==> src/rtl/adc_single_scan_ctl.sv <==
module adc_single_scan_ctl #(
  parameter int QUEUE_LEN    = 16,
  parameter bit SECOND_QUEUE = 1'b0,
  localparam int IDX_W = (QUEUE_LEN > 1) ? $clog2(QUEUE_LEN) : 1
) (
  input  logic             clk,
  input  logic             rst_n,
  input  logic             cfg_wr,
  input  logic [1:0]       cfg_mode,
  input  logic             cfg_scan_en,
  input  logic             cfg_irq_en,
  input  logic             flag_clr,
  input  logic             ovr_clr,
  input  logic             ext_trig,
  input  logic             tmr_expire,
  input  logic             cmd_end,
  input  logic             conv_done,
  output logic             conv_start,
  output logic             conv_abort,
  output logic [IDX_W-1:0] cmd_idx,
  output logic             queue_active,
  output logic [1:0]       mode_rd,
  output logic             done_flag,
  output logic             done_irq,
  output logic             trig_ovr
);

  localparam logic [1:0] M_SW   = 2'd0;
  localparam logic [1:0] M_EDGE = 2'd1;
  localparam logic [1:0] M_GATE = 2'd2;
  localparam logic [1:0] M_TMR  = 2'd3;
  localparam logic [IDX_W-1:0] LAST_IDX = IDX_W'(QUEUE_LEN - 1);

  logic [1:0]       mode_q;
  logic             arm_q, act_q, busy_q, ext_q, flag_q, ie_q, ovr_q;
  logic [IDX_W-1:0] idx_q;
  logic             trig;

  wire accept   = cfg_wr && !(SECOND_QUEUE && cfg_mode == M_GATE);
  wire mode_chg = accept && (cfg_mode != mode_q);
  wire ext_rise = ext_trig && !ext_q;
  wire run_ok   = (mode_q != M_GATE) || ext_trig;
  wire last     = cmd_end || (idx_q == LAST_IDX);
  wire retire   = act_q && busy_q && conv_done && !mode_chg;
  wire finish   = retire && last;
  wire launch   = arm_q && !act_q && trig && !mode_chg;
  wire ovr_evt  = act_q && ((mode_q == M_EDGE && ext_rise) ||
                            (mode_q == M_TMR  && tmr_expire));

  always_comb begin
    case (mode_q)
      M_SW:    trig = 1'b1;
      M_EDGE:  trig = ext_rise;
      M_GATE:  trig = ext_trig;
      default: trig = tmr_expire;
    endcase
  end

  assign conv_start   = act_q && !busy_q && run_ok && !mode_chg;
  assign conv_abort   = mode_chg && busy_q;
  assign cmd_idx      = idx_q;
  assign queue_active = act_q;
  assign mode_rd      = mode_q;
  assign done_flag    = flag_q;
  assign done_irq     = flag_q && ie_q;
  assign trig_ovr     = ovr_q;

  always_ff @(posedge clk) begin
    if (!rst_n) begin
      mode_q <= M_SW;
      arm_q  <= 1'b0;
      act_q  <= 1'b0;
      busy_q <= 1'b0;
      idx_q  <= '0;
      ext_q  <= 1'b0;
      ie_q   <= 1'b0;
    end else begin
      ext_q <= ext_trig;
      if (accept) ie_q <= cfg_irq_en;
      if (mode_chg) begin
        mode_q <= cfg_mode;
        arm_q  <= cfg_scan_en;
        act_q  <= 1'b0;
        busy_q <= 1'b0;
        idx_q  <= '0;
      end else begin
        if (accept && !act_q && cfg_scan_en) arm_q <= 1'b1;
        if (launch) begin
          act_q <= 1'b1;
          idx_q <= '0;
        end
        if (conv_start) busy_q <= 1'b1;
        if (retire) begin
          busy_q <= 1'b0;
          if (last) begin
            act_q <= 1'b0;
            arm_q <= 1'b0;
            idx_q <= '0;
          end else begin
            idx_q <= idx_q + 1'b1;
          end
        end
      end
    end
  end

  always_ff @(posedge clk) begin
    if (!rst_n) begin
      flag_q <= 1'b0;
      ovr_q  <= 1'b0;
    end else begin
      if (finish)        flag_q <= 1'b1;
      else if (flag_clr) flag_q <= 1'b0;
      if (ovr_evt)       ovr_q  <= 1'b1;
      else if (ovr_clr)  ovr_q  <= 1'b0;
    end
  end

endmodule

==> config.mk <==
export PLATFORM = sky130hd
export DESIGN_NAME = adc_single_scan_ctl
export DESIGN_NICKNAME = d
export VERILOG_FILES = /design/src/rtl/adc_single_scan_ctl.sv
export SDC_FILE = /design/constraint.sdc
export NUM_CORES = 1
export LEC_CHECK = 0
export ABC_CLOCK_PERIOD_IN_PS = 3800
export BUFFER_PORTS_ARGS = -buffer_cell sky130_fd_sc_hd__buf_4
export CAP_MARGIN = 10
export CORE_MARGIN = 8
export CORE_UTILIZATION = 50
export CTS_CLUSTER_DIAMETER = 60
export DETAILED_ROUTE_END_ITERATION = 8
export PLACE_DENSITY = 0.8
export SLEW_MARGIN = 20
export SYNTH_ARGS = -nofsm -noshare
export SYNTH_HDL_FRONTEND = slang
export SYNTH_SLANG_ARGS = --single-unit
==> constraint.sdc <==
create_clock -name clk -period 3.8 [get_ports clk]
set_input_delay 0.95 -clock clk [delete_from_list [all_inputs] [get_ports clk]]
set_output_delay 0.95 -clock clk [all_outputs]
set_load 0.02 [all_outputs]
# Word level (Yosys, flattened, before mapping)
# Index checks and enable logic that the tools add are counted.
# totals
out_inout_bits	12
register_bits	13
in_bits	13
elab_cells	64
# op_classes
mux	15
add_sub_neg	1
n_eq_ne	6
reduce_logical	32
bitwise	1
# op_table
op	n
logical AND 1 bit	19
two-way mux 4 bit	3
two-way mux 1 bit	11
nonzero test 2 bit	3
adder 4 x 1 -> 4 bit (second input constant)	1
== test 2 bit (second input constant)	2
== test 4 bit (second input constant)	1
logical NOT 1 bit	4
logical OR 1 bit	3
case mux 1 bit (3 select lines)	1
OR reduction 3 bit	1
== test 2 x 1 -> 1 bit (second input constant)	1
logical NOT 2 bit	1
!= test 2 bit	1
!= test 2 bit (second input constant)	1
OR reduction 2 bit	1
inverter 1 bit	1

# Logic depth before layout (Yosys ltp)
# depth
depth_word	8
mapped_depth	5
mapped_depth_nobuf	5

# Least setup slack after synthesis
# Ideal clock, no wire load.
# synth_timing
path_type	input to output
start	input port cfg_mode[0]
end	output port conv_start
setup_slack_ns	1.156
cell_stages	3
t_arrival_ns	1.694
path_buffers	0
path_cell_list	xor2_1 > o21ai_4 > nor2b_1
# synth_between
elab_chain_cells	4
# synth_rtl
element	line_no	text
start: declaration	9	input logic [1:0] cfg_mode,
!= test 2 bit	40	wire mode_chg = accept && (cfg_mode != mode_q);
logical AND 1 bit	40	
logical NOT 1 bit	59	assign conv_start = act_q && !busy_q && run_ok && !mode_chg;
logical AND 1 bit	59	
end: declaration	18	output logic conv_start,
# No other way between the ends.

# Final worst setup path
# Ends and elaborated chain as after synthesis.

==> flow_summary.toml <==
[setup_path]
required_ns = 2.85
crit_path_end_kind = "primary output"
arrival_ns = 1.81
start_kind = "input pin"
worst-setup-path-type = "in -> out"
critical_path.max_fanout = 8

[pwr]
p_leak_nw = 0.369
powerDensity_mw_per_mm2 = 312
power.internal_uw = 206
p_clk_share_pct = 30.1
p_switching_uw = 77.0
vdd_drop_max_v = 0.000220
combPwrFrac_pct = 17.6
switching_share_pct = 27.2
power_frac_seq_pct = 52.3

[clock_network]
htree_levels = 1
cts_resized = 0
cts_root_buffer = "clkbuf_4"
cts_made_buffers = 3
hold_buffers = 0
cts.sinks = 13
clock_latency_ns = 0.27
postCtsSetupRepairBufs = 0
cts_tree = "built"
path_clk_slew_ns = 0.08
cts_buffer_depth = 2

[die]
start_util_pct = 53.8
die_area_mm2 = 0.00285
top_level_ports = 25
chipHeight_um = 53.4
rows = 13
dieWidth_um = 53.4
core-area_mm2 = 0.00130

[global_route]
grt_pass1_vias = 607
grt.total_usage_pct = 12.2
grt_overflow = 0
grt_max_degree = 12
grt_pass1_wl_mm = 2.62
antenna_found_initial = 0

[synthesis]
syn_area_um2 = 699
synth_nets = 92
netlist_instances = 78
ys_ff_latch = 13
synth.avg_cell_area_um2 = 8.97
ys_seq_area_share_pct = 37.2
synth_cell_types = 32
ys.warnings.count = 0

[sta]
rsz0062_at_grt = "no"
tns_ns = 0
period_share_pct = 72.6
worstMarginPinSlew_ns = 0.371
slew_viol_final = 0
fmax_ghz = 0.362
final_hold_viol_count = 0
slew_headroom_pct = 74.7
setup_violations = 0
fin_crit_ns = 2.76
skew_ns = 0.00124

[drt]
wire_per_inst_um = 14.1
drt-initial-drc-count = 11
vias = 655
drcViolationCount = 0
ant_nets = 0
firstDrtPassIters = 4
maxUsedRoutingLayer = "met4"
viasPerCell = 5.55
routed_wl_mm = 1.67
wl_met3_um = 159
wl_met2_um = 821
wl_met1_um = 670

[finish]
layout.nets = 118
postLayoutCellArea_um2 = 906
antenna_cells = 0
drive_above_1_share_pct = 32.0
multiInputGateArea_um2 = 405
seqCellArea_um2 = 260
fill_cells = 115
area_growth_pct = 29.5

[placed_design]
gp_congestion = 0.859
place_hpwl_mm = 1.28
post_dp_cell_area_um2 = 880
portBuffers = 24

[run]
maxCapViolCount = 0

[hold_path]
hp-class = "reg -> reg"

[status]
status = "finished, final reports clean"
==> cells in the mapped netlist, drive strengths merged <==
library cell,n,area (um2)
nor2b,7,46.3
clkbuf,2,7.51
a2111oi,1,8.76
a211oi,1,7.51
mux2i,4,40.0
a32oi,1,8.76
a41oi,1,8.76
nand2,7,26.3
nand4,1,6.26
o2111ai,2,17.5
inv,4,15.0
and2,2,12.5
nand3,4,32.5
a31oi,1,6.26
o21ai,5,36.3
o21a,1,7.51
a21oi,4,20.0
a211o,1,10.0
xor2,2,17.5
nor3b,2,15.0
dfxtp,13,260
a31o,1,8.76
a311oi,2,17.5
or3,1,6.26
buf,1,11.3
nand2b,1,6.26
ha,1,12.5
nor2,5,26.3
==> critical path: stages <==
cell and delay [ns]:
buf_4 0.12, xor2_1 0.18, o21ai_4 0.26, nor2b_1 0.16, buf_4 0.15
==> sequential cells by signal, summed over array words and instances (netlist names) <==
signal        count
trig_ovr          1
ext_q             1
cmd_idx           4
mode_rd           2
busy_q            1
done_flag         1
arm_q             1
queue_active      1
ie_q              1
==> through the flow <==
| stage | hold slack, ns | std cells | setup slack (ns) | total power [mW] | util, % |
|---|---|---|---|---|---|
| 3_3_place_gp | 0.491 | 114 | 1.06 | 0.199 | 67.6 |
| 3_5_place_dp | 0.498 | 114 | 1.04 | 0.200 | 67.6 |
| 5_1_grt | 0.545 | 118 | 0.994 | 0.296 | 69.6 |
| 6_report | 0.513 | 118 | 1.04 | 0.283 | 69.6 |
| 4_1_cts | 0.517 | 118 | 1.04 | 0.285 | 69.6 |
| 2_1_floorplan | 0.474 | 78 | 1.16 | 0.180 | - |
==> power by group through the flow <==
stage               Sequential (mW)  Clock (mW)  Combinational, mW
global route                  0.149      0.0934             0.0537
detailed placement            0.151           0             0.0495
global placement              0.151           0             0.0482
finish                        0.148      0.0850             0.0498
CTS                           0.148      0.0871             0.0500
floorplan                     0.151           0             0.0293
==> cells by family after synthesis <==
group           after synthesis  synth area share (%)
buf+inv                       7                  4.83
simple gates                 30                  25.4
fa+ha+maj                     1                  1.79
compound gates               21                  22.5
flops                        13                  37.2
xor+xnor                      2                  2.50
mux                           4                  5.72
==> layout by cell type (no fill, tap or decap), types with 2 or more instances in the layout <==
cell / count
buf_4: 24
dfxtp_1: 13
nand2_1: 7
nor2b_1: 6
inv_1: 4
nor2_1: 4
o21ai_0: 4
mux2i_1: 4
a21oi_1: 4
nand3_1: 3
clkbuf_4: 3
xor2_1: 2
and2_1: 2
nor3b_1: 2
a311oi_1: 2
o2111ai_1: 2
==> path summary, 6_finish.rpt <==
| path | start | end | slack (ns) | cells past startpoint |
|---|---|---|---|---|
| setup reg to reg | cmd_idx[0] | cmd_idx[3] | 2.17 | 5 |
| hold / removal | cmd_idx[3] | cmd_idx[3] | 0.51 | 1 |
| setup / recovery | cfg_mode[0] | conv_start | 1.04 | 5 |
| hold reg to reg | cmd_idx[3] | cmd_idx[3] | 0.51 | 1 |
==> final cells by class <==
cell class                 instances  share of cell area (%)
sequential                        13                    28.7
inverter                           4                    1.66
multi-input combinational         58                    44.8
tap                               15                    2.07
timing repair buffer              24                    19.9
clock buffer                       4                    2.90
==> layer usage <==
| metal | global-route usage, % | vias to the layer above |
|---|---|---|
| met5 | 0 | - |
| met4 | 5.04 | 0 |
| met3 | 5.60 | 2 |
| met2 | 20.9 | 25 |
| met1 | 12.6 | 293 |
| li1 | - | 335 |
Note: power is estimated with default switching activity, not from simulation.
